[src/rtl/pwm_tbase_pkg.sv]
package pwm_tbase_pkg;

    localparam int TB_CNT_W  = 16;
    localparam int TB_CODE_W = 3;
    localparam int TB_CTL_W  = 16;

    // control word field positions
    localparam int MODE_LSB = 0;
    localparam int LOAD_BIT = 3;
    localparam int HS_LSB   = 7;
    localparam int CRS_LSB  = 10;

    typedef enum logic [1:0] {
        CM_UP   = 2'd0,
        CM_DOWN = 2'd1,
        CM_UPDN = 2'd2,
        CM_HOLD = 2'd3
    } cnt_mode_e;

    typedef struct packed {
        cnt_mode_e              mode;
        logic                   imm;
        logic [TB_CODE_W-1:0]   hs;
        logic [TB_CODE_W-1:0]   coarse;
    } tb_cfg_t;

    localparam tb_cfg_t CFG_RESET = '{mode: CM_HOLD, imm: 1'b0, hs: '0, coarse: '0};

    function automatic tb_cfg_t decode_ctl(input logic [TB_CTL_W-1:0] w);
        tb_cfg_t c;
        c.mode   = cnt_mode_e'(w[MODE_LSB +: 2]);
        c.imm    = w[LOAD_BIT];
        c.hs     = w[HS_LSB +: TB_CODE_W];
        c.coarse = w[CRS_LSB +: TB_CODE_W];
        return c;
    endfunction

    // second divider stage: 1 for code 0, else twice the code
    function automatic logic [TB_CODE_W:0] hs_factor(input logic [TB_CODE_W-1:0] code);
        return (code == '0) ? (TB_CODE_W+1)'(1) : {code, 1'b0};
    endfunction

endpackage

[src/rtl/pwm_tbase_ctlreg.sv]
module pwm_tbase_ctlreg
    import pwm_tbase_pkg::*;
#(
    parameter int CTL_W = TB_CTL_W
) (
    input  logic             clk,
    input  logic             rst,
    input  logic             wr_en,
    input  logic [CTL_W-1:0] wr_data,
    output tb_cfg_t          cfg
);

    tb_cfg_t cfg_q;

    always_ff @(posedge clk) begin
        if (rst) begin
            cfg_q <= CFG_RESET;
        end else if (wr_en) begin
            cfg_q <= decode_ctl(wr_data);
        end
    end

    assign cfg = cfg_q;

endmodule

[src/rtl/pwm_tbase_prescale.sv]
module pwm_tbase_prescale
    import pwm_tbase_pkg::*;
#(
    parameter int CODE_W = TB_CODE_W
) (
    input  logic              clk,
    input  logic              rst,
    input  logic [CODE_W-1:0] coarse,
    input  logic [CODE_W-1:0] hs,
    output logic              tick
);

    localparam int MAX_CODE  = (1 << CODE_W) - 1;
    localparam int MAX_HS    = 2 * MAX_CODE;
    localparam int MAX_RATIO = MAX_HS << MAX_CODE;
    localparam int PRE_W     = $clog2(MAX_RATIO);

    logic [PRE_W-1:0]  div_cnt;
    logic [PRE_W-1:0]  ratio;
    logic [PRE_W-1:0]  ratio_m1;
    logic [CODE_W-1:0] crs_seen;
    logic [CODE_W-1:0] hs_seen;
    logic              codes_same;

    always_comb begin
        ratio      = PRE_W'(hs_factor(hs)) << coarse;
        ratio_m1   = ratio - PRE_W'(1);
        codes_same = (crs_seen == coarse) && (hs_seen == hs);
        tick       = codes_same && (div_cnt == ratio_m1);
    end

    always_ff @(posedge clk) begin
        if (rst) begin
            div_cnt  <= '0;
            crs_seen <= '0;
            hs_seen  <= '0;
        end else begin
            crs_seen <= coarse;
            hs_seen  <= hs;
            if (!codes_same || tick) begin
                div_cnt <= '0;
            end else begin
                div_cnt <= div_cnt + PRE_W'(1);
            end
        end
    end

endmodule

[src/rtl/pwm_tbase_period.sv]
module pwm_tbase_period
    import pwm_tbase_pkg::*;
#(
    parameter int CNT_W = TB_CNT_W
) (
    input  logic             clk,
    input  logic             rst,
    input  logic             wr_en,
    input  logic [CNT_W-1:0] wr_data,
    input  logic             imm,
    input  logic             load_zero,
    output logic [CNT_W-1:0] prd_act
);

    logic [CNT_W-1:0] prd_shadow;
    logic [CNT_W-1:0] prd_live;

    always_ff @(posedge clk) begin
        if (rst) begin
            prd_shadow <= '0;
            prd_live   <= '0;
        end else if (wr_en && imm) begin
            prd_shadow <= wr_data;
            prd_live   <= wr_data;
        end else begin
            if (load_zero) begin
                prd_live <= prd_shadow;
            end
            if (wr_en) begin
                prd_shadow <= wr_data;
            end
        end
    end

    assign prd_act = prd_live;

endmodule

[src/rtl/pwm_tbase_counter.sv]
module pwm_tbase_counter
    import pwm_tbase_pkg::*;
#(
    parameter int CNT_W = TB_CNT_W
) (
    input  logic             clk,
    input  logic             rst,
    input  logic             tick,
    input  cnt_mode_e        mode,
    input  logic [CNT_W-1:0] prd,
    output logic [CNT_W-1:0] cnt,
    output logic             dir_down,
    output logic             zero_hit,
    output logic             prd_hit
);

    localparam logic [CNT_W-1:0] ONE = CNT_W'(1);

    logic [CNT_W-1:0] cnt_q;
    logic             dir_q;
    logic             run;
    logic             at_zero;
    logic             at_top;

    always_comb begin
        run      = tick && (mode != CM_HOLD);
        at_zero  = (cnt_q == '0);
        at_top   = (cnt_q >= prd);
        zero_hit = run && at_zero;
        prd_hit  = run && (cnt_q == prd);
    end

    always_ff @(posedge clk) begin
        if (rst) begin
            cnt_q <= '0;
            dir_q <= 1'b0;
        end else if (run) begin
            unique case (mode)
                CM_UP: begin
                    dir_q <= 1'b0;
                    cnt_q <= at_top ? '0 : cnt_q + ONE;
                end
                CM_DOWN: begin
                    dir_q <= 1'b1;
                    cnt_q <= at_zero ? prd : cnt_q - ONE;
                end
                CM_UPDN: begin
                    if (!dir_q) begin
                        if (at_top) begin
                            dir_q <= 1'b1;
                            cnt_q <= at_zero ? '0 : cnt_q - ONE;
                        end else begin
                            cnt_q <= cnt_q + ONE;
                        end
                    end else begin
                        if (at_zero) begin
                            dir_q <= 1'b0;
                            cnt_q <= (prd == '0) ? '0 : ONE;
                        end else begin
                            cnt_q <= cnt_q - ONE;
                        end
                    end
                end
                default: begin
                    cnt_q <= cnt_q;
                end
            endcase
        end
    end

    assign cnt      = cnt_q;
    assign dir_down = dir_q;

endmodule

[src/rtl/pwm_tbase.sv]
module pwm_tbase
    import pwm_tbase_pkg::*;
#(
    parameter int CNT_W  = TB_CNT_W,
    parameter int CODE_W = TB_CODE_W,
    parameter int CTL_W  = TB_CTL_W
) (
    input  logic             clk,
    input  logic             rst,
    input  logic             ctl_we,
    input  logic [CTL_W-1:0] ctl_wdata,
    input  logic             prd_we,
    input  logic [CNT_W-1:0] prd_wdata,
    output logic [CNT_W-1:0] cnt,
    output logic             dir_down,
    output logic             zero_evt,
    output logic             prd_evt
);

    tb_cfg_t          cfg;
    logic             tick;
    logic [1:0]       cur_mode;
    logic             load_imm;
    logic [CNT_W-1:0] prd_act;
    logic [CNT_W-1:0] cnt_q;
    logic             dir_q;
    logic             zero_hit;
    logic             prd_hit;

    pwm_tbase_ctlreg #(.CTL_W(CTL_W)) u_ctl (
        .clk     (clk),
        .rst     (rst),
        .wr_en   (ctl_we),
        .wr_data (ctl_wdata),
        .cfg     (cfg)
    );

    pwm_tbase_prescale #(.CODE_W(CODE_W)) u_pre (
        .clk    (clk),
        .rst    (rst),
        .coarse (cfg.coarse),
        .hs     (cfg.hs),
        .tick   (tick)
    );

    pwm_tbase_period #(.CNT_W(CNT_W)) u_prd (
        .clk       (clk),
        .rst       (rst),
        .wr_en     (prd_we),
        .wr_data   (prd_wdata),
        .imm       (cfg.imm),
        .load_zero (zero_hit),
        .prd_act   (prd_act)
    );

    pwm_tbase_counter #(.CNT_W(CNT_W)) u_cnt (
        .clk      (clk),
        .rst      (rst),
        .tick     (tick),
        .mode     (cfg.mode),
        .prd      (prd_act),
        .cnt      (cnt_q),
        .dir_down (dir_q),
        .zero_hit (zero_hit),
        .prd_hit  (prd_hit)
    );

    assign cur_mode = cfg.mode;
    assign load_imm = cfg.imm;
    assign cnt      = cnt_q;
    assign dir_down = dir_q;
    assign zero_evt = zero_hit;
    assign prd_evt  = prd_hit;

endmodule

[config.mk]
export PLATFORM = sky130hd
export DESIGN_NAME = pwm_tbase
export DESIGN_NICKNAME = d
export VERILOG_FILES = /design/src/rtl/pwm_tbase_pkg.sv /design/src/rtl/pwm_tbase_ctlreg.sv /design/src/rtl/pwm_tbase_prescale.sv /design/src/rtl/pwm_tbase_period.sv /design/src/rtl/pwm_tbase_counter.sv /design/src/rtl/pwm_tbase.sv
export SDC_FILE = /design/constraint.sdc
export NUM_CORES = 1
export LEC_CHECK = 0
export ABC_CLOCK_PERIOD_IN_PS = 6980
export BUFFER_PORTS_ARGS = -buffer_cell sky130_fd_sc_hd__buf_2
export CORE_MARGIN = 2
export CORE_UTILIZATION = 60
export CTS_BUF_LIST = sky130_fd_sc_hd__clkbuf_8
export DETAILED_ROUTE_END_ITERATION = 10
export HOLD_SLACK_MARGIN = 0.1
export PLACE_DENSITY = 0.91
export SKIP_LAST_GASP = 1
export SYNTH_ARGS = -nofsm -noshare
export SYNTH_HDL_FRONTEND = slang
export SYNTH_HIERARCHICAL = 1
export SYNTH_SLANG_ARGS = --single-unit
export TNS_END_PERCENT = 1
[constraint.sdc]
create_clock -name clk -period 6.98 [get_ports clk]
set_input_delay 0.698 -clock clk [delete_from_list [all_inputs] [get_ports clk]]
set_output_delay 0.698 -clock clk [all_outputs]
set_load 0.02 [all_outputs]
Word-level counts from Yosys, hierarchy flattened
Index checks and enable logic that the tools add are counted.
W data, S select, Z words.
{"block": "totals", "inputBits": 36, "wordCells": 58, "out_inout_bits": 19, "register_bits": 75}
{"block": "classes", "n_eq_ne": 7, "order_cmp": 1, "n_reduce_logical": 17, "n_shift": 1, "n_mux": 17, "n_addsub": 4}
{"op": "$mux W16", "n": 10}
{"op": "$pmux W16 S3", "n": 1}
{"op": "$logic_not A16 Y1", "n": 2}
{"op": "$add A16 B1 Y16 const B", "n": 1}
{"op": "$eq A16 B16 Y1", "n": 1}
{"op": "$ge A16 B16 Y1", "n": 1}
{"op": "$sub A16 B1 Y16 const B", "n": 1}
{"op": "$add A11 B1 Y11 const B", "n": 1}
{"op": "$eq A11 B11 Y1", "n": 1}
{"op": "$shl A4 B3 Y11", "n": 1}
{"op": "$sub A11 B1 Y11 const B", "n": 1}
{"op": "$eq A3 B3 Y1", "n": 2}
{"op": "$logic_and A1 B1 Y1", "n": 6}
{"op": "$mux W1", "n": 4}
{"op": "$mux W4", "n": 1}
{"op": "$reduce_bool A2 Y1", "n": 2}
{"op": "$logic_not A3 Y1", "n": 1}
{"op": "$pmux W1 S3", "n": 1}
{"op": "$reduce_bool A3 Y1", "n": 1}
{"op": "$eq A2 B1 Y1 const B", "n": 1}
{"op": "$eq A2 B2 Y1 const B", "n": 1}
{"op": "$logic_not A2 Y1", "n": 1}
{"op": "$ne A2 B2 Y1 const B", "n": 1}
{"op": "$reduce_and A2 Y1", "n": 1}
{"op": "other kinds (3)", "n": 3}

Longest topological paths before layout
{"block": "depth", "word_depth": 10, "depth_mapped": 21, "depth_no_buf": 18}

Hierarchy
Netlist, hierarchy kept.
{"module": "pwm_tbase_counter", "seq_area_each_um2": 340.3, "instances": 1, "area_each_um2": 2578.7, "cells_each": 372}
{"module": "pwm_tbase_period", "seq_area_each_um2": 640.6, "instances": 1, "area_each_um2": 1408.9, "cells_each": 124}
{"module": "pwm_tbase_prescale", "seq_area_each_um2": 340.3, "instances": 1, "area_each_um2": 1398.8, "cells_each": 175}
{"module": "pwm_tbase_ctlreg", "seq_area_each_um2": 180.2, "instances": 1, "area_each_um2": 326.6, "cells_each": 29}

Least setup slack after synthesis
Ideal clock, no wire load.
{"block": "synth_path", "path_type": "flip-flop to flip-flop", "startpoint": "reg u_ctl.cfg_q (netlist bit u_ctl/cfg[0])", "endpoint": "reg u_cnt.cnt_q[13], in the netlist u_cnt/cnt[13]", "stages_incl_launch_ff": 19, "arrival_time_ns": 4.058, "synth_period_minus_slack_ns": 4.143, "path_buffers": 2, "required_time_ns": 6.894, "setup_time_ns": 0.086, "setup_slack_ns": 2.837, "path_cell_list": "dfxtp_1 > buf_6 > or4_1 > or3_4 > ha_1 > xnor2_1 > a21oi_1 > o21ai_0 > a211o_1 > a2111oi_2 > o2111a_2 > and2_1 > nand2b_1 > or2_2 > clkbuf_1 > or3_1 > a21oi_1 > a211oi_1 > a211oi_1"}
{"block": "synth_via", "elab_chain_len": 6, "elab_cells_between_ends": 8, "classes_between": "add/sub: 1; eq/ne: 2; shift: 1; reduce/logical: 4"}
{"item": "start, declared", "line": "pwm_tbase_ctlreg.sv:13", "rtl": "tb_cfg_t cfg_q;"}
{"item": "start signal, assigned", "line": "pwm_tbase_ctlreg.sv:19", "rtl": "cfg_q <= decode_ctl(wr_data);"}
{"item": "$shl A4 B3 Y11", "line": "pwm_tbase_prescale.sv:26", "rtl": "ratio = PRE_W'(hs_factor(hs)) << coarse;"}
{"item": "$sub A11 B1 Y11", "line": "pwm_tbase_prescale.sv:27", "rtl": "ratio_m1 = ratio - PRE_W'(1);"}
{"item": "$eq A11 B11 Y1", "line": "pwm_tbase_prescale.sv:29", "rtl": "tick = codes_same && (div_cnt == ratio_m1);"}
{"item": "$logic_and A1 B1 Y1 *", "line": "pwm_tbase_prescale.sv:29"}
{"item": "named net tick", "line": "pwm_tbase.sv:21", "rtl": "logic tick;"}
{"item": "$logic_and A1 B1 Y1 *", "line": "pwm_tbase_counter.sv:26", "rtl": "run = tick && (mode != CM_HOLD);"}
{"item": "$reduce_and A2 Y1 (no line) *"}
{"item": "end signal, assigned", "line": "pwm_tbase_counter.sv:41", "rtl": "cnt_q <= at_top ? '0 : cnt_q + ONE;"}
{"item": "end signal, assigned", "line": "pwm_tbase_counter.sv:45", "rtl": "cnt_q <= at_zero ? prd : cnt_q - ONE;"}
{"item": "end signal, assigned", "line": "pwm_tbase_counter.sv:51", "rtl": "cnt_q <= at_zero ? '0 : cnt_q - ONE;"}
{"item": "end, declared", "line": "pwm_tbase_counter.sv:19", "rtl": "logic [CNT_W-1:0] cnt_q;"}
Mark *: on every way through the listed nets, which the timed path passes. The rest lies on a longest branch.
A chain may end at the register's enable or synchronous reset.

Worst setup path in the final report
{"block": "layout_path", "startpoint": "reg u_ctl.cfg_q (netlist bit u_ctl/cfg[0])", "endpoint": "out zero_evt"}
{"block": "layout_via", "elab_chain_len": 6, "elab_cells_between_ends": 8, "classes_between": "add/sub: 1; eq/ne: 2; shift: 1; reduce/logical: 4"}
{"item": "$shl A4 B3 Y11", "line": "pwm_tbase_prescale.sv:26"}
{"item": "$sub A11 B1 Y11", "line": "pwm_tbase_prescale.sv:27"}
{"item": "$eq A11 B11 Y1", "line": "pwm_tbase_prescale.sv:29"}
{"item": "$logic_and A1 B1 Y1 *", "line": "pwm_tbase_prescale.sv:29"}
{"item": "named net tick", "line": "pwm_tbase.sv:21"}
{"item": "$logic_and A1 B1 Y1 *", "line": "pwm_tbase_counter.sv:26"}
{"item": "$logic_and A1 B1 Y1 *", "line": "pwm_tbase_counter.sv:29", "rtl": "zero_hit = run && at_zero;"}
{"item": "end, declared", "line": "pwm_tbase.sv:16", "rtl": "output logic zero_evt,"}
Marks and branches as above.

==> tab_implementation.tex <==
\begin{tabular}{lr}
\hline
Metric & Value \\
\hline
\multicolumn{2}{l}{\textbf{Yosys}} \\
Top cells by count, synth & dfxtp\_1, nor2\_1, mux2i\_1 \\
Synth Area in Compound Gates & 0.200 \\
Top cell type by total area after synthesis & dfxtp\_1 \\
Total of warnings raised by yosys & 6 \\
Most used flip-flop cell after synthesis & dfxtp\_1 \\
Post-synth EDFFs & 0 \\
Fraction of the yosys area taken by sequential cells & 0.263 \\
Combinational family with the most area after synthesis & simple AND/OR/NAND/NOR gates \\
Post-Synth XOR/XNOR Area & 0.0675 \\
Adder-cell area share of the yosys netlist & 0.0526 \\
Number of distinct library cells after synthesis & 75 \\
Post-synthesis mux area share & 0.0883 \\
Proportion of register bits with asynchronous set or reset after synthesis & 0 \\
Synth top area cells & dfxtp\_1, mux2i\_1, ha\_1 \\
Cell count after synthesis & 700 \\
Synthesized cell area & 0.00571 mm\^{}2 \\
Net count of the mapped netlist & 760 \\
Average footprint of a synthesized cell & 8.16 um\^{}2 \\
Number of storage elements in the synthesis netlist & 75 \\
Synthesized-area fraction occupied by and/or/nand/nor cells & 0.259 \\
Top cell type's share of synthesized area & 0.263 \\
Most frequently used cell type in the post-synthesis netlist & dfxtp\_1 \\
\multicolumn{2}{l}{\textbf{Power and ir drop}} \\
Total power density per cell area & 167 mW/mm\^{}2 \\
VDD IR max & 0.181 mV \\
Leakage power of the design & 2.40 nW \\
PnR Total Power & 1.01 mW \\
\multicolumn{2}{l}{\textbf{Status}} \\
Violations in the final reports & DRC \\
Result of the run & complete, but fails checks \\
\multicolumn{2}{l}{\textbf{Placement}} \\
Count of placed standard cells including taps & 824 \\
Detailed placement HPWL & 10100 um \\
Cell Area, Placed & 0.00584 mm\^{}2 \\
GPL Wtd Cong & 0.988 \\
Placement-stage worst setup slack & 1930 ps \\
Port Buf Inserts & 47 \\
\multicolumn{2}{l}{\textbf{Layout}} \\
Growth of design area from synthesis to finish & 5.78\% \\
Final antenna diode count & 0 \\
Final instance area & 0.00604 mm\^{}2 \\
Fraction of the core area covered by cells at the end of the flow & 0.654 \\
Final Non-Filler Cells & 840 \\
Layout cells sized above 1 & 0.132 \\
Number of nets in the layout & 766 \\
\multicolumn{2}{l}{\textbf{Routing}} \\
Violation count after the first detailed-route iteration & 528 \\
First-pass detailed-route iteration total & 9 \\
Drc violations & 1 \\
Remaining number of nets flagged by the antenna check after routing & 0 \\
Routed length per instance & 18.2 um \\
Via count & 5593 \\
Total detailed-routing wirelength & 15200 um \\
Per-cell via count in the routed design & 6.66 \\
\multicolumn{2}{l}{\textbf{Timing}} \\
Minimum clock period & 5210 ps \\
Headroom to the max-slew limit & 0.435 \\
Actual slew at the worst max-slew pin & 848 ps \\
Setup TNS & 0 ps \\
Final count of negative-setup-slack endpoints & 0 \\
Unrepaired setup endpoints after global routing & false \\
Number of max-slew violations in the final report & 0 \\
Worst-case clock skew & 20.5 ps \\
Hold\_ws & 502 ps \\
Worst Setup Slack, final & 1770 ps \\
Period utilisation layout & 0.746 \\
Total count of hold-check failures in the final report & 0 \\
Max frequency & 192 MHz \\
\multicolumn{2}{l}{\textbf{Setup path}} \\
Flop-to-flop setup slack & 1840 ps \\
Worst Path Max Fanout & 20 \\
Endpoint arrival time on the critical path & 4510 ps \\
Origin of the critical flop-to-flop path & u\_ctl/cfg[0]\$\_SDFFE\_PP0P\_ \\
Kind of end point of the critical path & output port \\
End of the worst register-to-register path & u\_cnt/cnt[9]\$\_SDFFE\_PP0P\_ \\
Critical Path, Cell by Cell & or4\_1 > or3\_4 > ha\_1 > xnor2\_1 > a21oi\_1 > o21ai\_0 > a211o\_1 > a2111oi\_2 > o2111a\_2 > and2\_1 > nand2b\_1 > nor2\_2 > buf\_4 > buf\_2 \\
Buffers and inverters on the worst path & 2 \\
Delay of the slowest cell on the worst path & 630 ps \\
Worst Path Class, Setup & reg2out \\
Slowest cell on the critical path & or4\_1 \\
Depth of the critical timing path with buffers and inverters included & 14 \\
Dominant delay contributor by cell family on the critical path & simple AND/OR/NAND/NOR gates \\
R2r worst-path depth & 17 \\
Critical Path Source Type & flip-flop \\
Worst EP required & 6280 ps \\
\multicolumn{2}{l}{\textbf{Clocking}} \\
Sinks on the clock net & 75 \\
Number of buffers inserted for hold repair after clock tree synthesis & 0 \\
Later-pin clock latency in the skew report & 360 ps \\
Number of resized instances in the post-cts repair step & 0 \\
H-tree depth & 3 \\
TritonCTS clock tree & built \\
Clock edge transition at the registers on the reported setup and hold paths & 80 ps \\
Total clock buffers created by CTS & 9 \\
Number of post-CTS setup repair buffers & 0 \\
CTS root buffer & clkbuf\_8 \\
Maximum number of buffers from clock root to sink & 2 \\
\multicolumn{2}{l}{\textbf{Floorplan}} \\
Area of the die & 0.0103 mm\^{}2 \\
Core Rows & 35 \\
Core footprint & 0.00924 mm\^{}2 \\
Height of the die & 102 um \\
Top-level port count & 55 \\
Effective utilization at floorplan & 0.618 \\
Chip width & 102 um \\
\multicolumn{2}{l}{\textbf{Hold path}} \\
Hold Path Cell Cnt & 2 \\
Type of the tightest min-delay check & reg2reg \\
End point of the worst hold path & u\_prd/prd\_shadow[5]\$\_SDFFE\_PP0P\_ \\
Worst hold path startpoint & u\_prd/prd\_shadow[5]\$\_SDFFE\_PP0P\_ \\
\multicolumn{2}{l}{\textbf{Global route}} \\
Maximum number of pins on one net before global-route repair & 62 \\
Initial antenna violation count & 0 \\
Global-route usage over all layers & 0.292 \\
Grt ovf & 0 \\
Wire length of the first global-routing pass & 24400 um \\
Number of global-route vias before repair & 5005 \\
\multicolumn{2}{l}{\textbf{Job}} \\
\# Max-Cap Violations & 0 \\
\hline
\end{tabular}
kinds of logic (layout without fill, tap and decap cells):
logic type	after synthesis	after routing
AO/OA/AOI/OAI	158	158
XOR/XNOR	44	44
adder cells (fa/ha/maj)	24	24
buffers and inverters	83	94
flip-flops	75	75
multiplexers	50	50
AND/OR/NAND/NOR	266	266
worst min-delay path: cells and delay by family, from the launching register on:
family	cells	cell delay, ps
multiplexers	1	60
AND/OR/NAND/NOR	1	70
flip-flops	1	330
sequential cells by signal, summed over array words and instances (netlist names):
signal,cells
u_prd/prd_shadow,16
u_pre/div_cnt,11
u_cnt/cnt,16
u_prd/prd_act,16
u_pre/crs_seen,3
u_pre/hs_seen,3
u_ctl/cfg,9
u_cnt/dir_down,1
report_power, final:
part	internal [mW]	leakage [nW]	total, mW	switching [mW]
combinational	0.0725	1.69	0.185	0.113
sequential	0.443	0.612	0.467	0.0244
clock	0.175	0.0999	0.354	0.179
worst max path at each step:
stage / from / to / slack [ps]
global placement: u_ctl/cfg[0]$_SDFFE_PP0P_ / u_cnt/cnt[9]$_SDFFE_PP0P_ / 2050
finish: u_ctl/cfg[0]$_SDFFE_PP0P_ / zero_evt / 1770
detailed placement: u_ctl/cfg[0]$_SDFFE_PP0P_ / u_cnt/cnt[9]$_SDFFE_PP0P_ / 1930
CTS: u_ctl/cfg[0]$_SDFFE_PP0P_ / zero_evt / 1770
floorplan: u_ctl/cfg[0]$_SDFFE_PP0P_ / u_cnt/cnt[13]$_SDFFE_PP0P_ / 2840
global route: u_ctl/cfg[3]$_SDFFE_PP0P_ / zero_evt / 1480
routing by layer:
metal	GRT usage	wire length, um	share of wire	vias to the layer above
li1	-	-	-	2577
met1	0.390	6230	0.41	2615
met2	0.471	7150	0.47	349
met3	0.0552	1500	0.098	52
met4	0.105	370	0.024	0
met5	0	0	0	-
layout make-up:
type	count	area (um^2)
Multi-Input combinational cell	542	3810
Fill cell	753	3200
Sequential cell	75	1500
Timing Repair Buffer	51	265
Tap cell	129	161
Clock buffer	10	138
Inverter	27	101
Clock inverter	6	66.3
placed cells by master, fill, tap and decap left out, types with 9 or more instances in the layout:
master    count
buf_2        47
and3b_1      19
dfxtp_1      75
or3_1         9
nor2_1       63
ha_1         24
and3_1       11
mux2i_1      47
nand3_1      31
nor2b_1      11
xor2_1       17
inv_1        27
nor3_1       25
a21oi_1      32
o21ai_0      25
nand2_1      37
clkbuf_8     10
a211oi_1     20
xnor2_1      27
nand4_1      10
(Power assumes the default switching activity.)
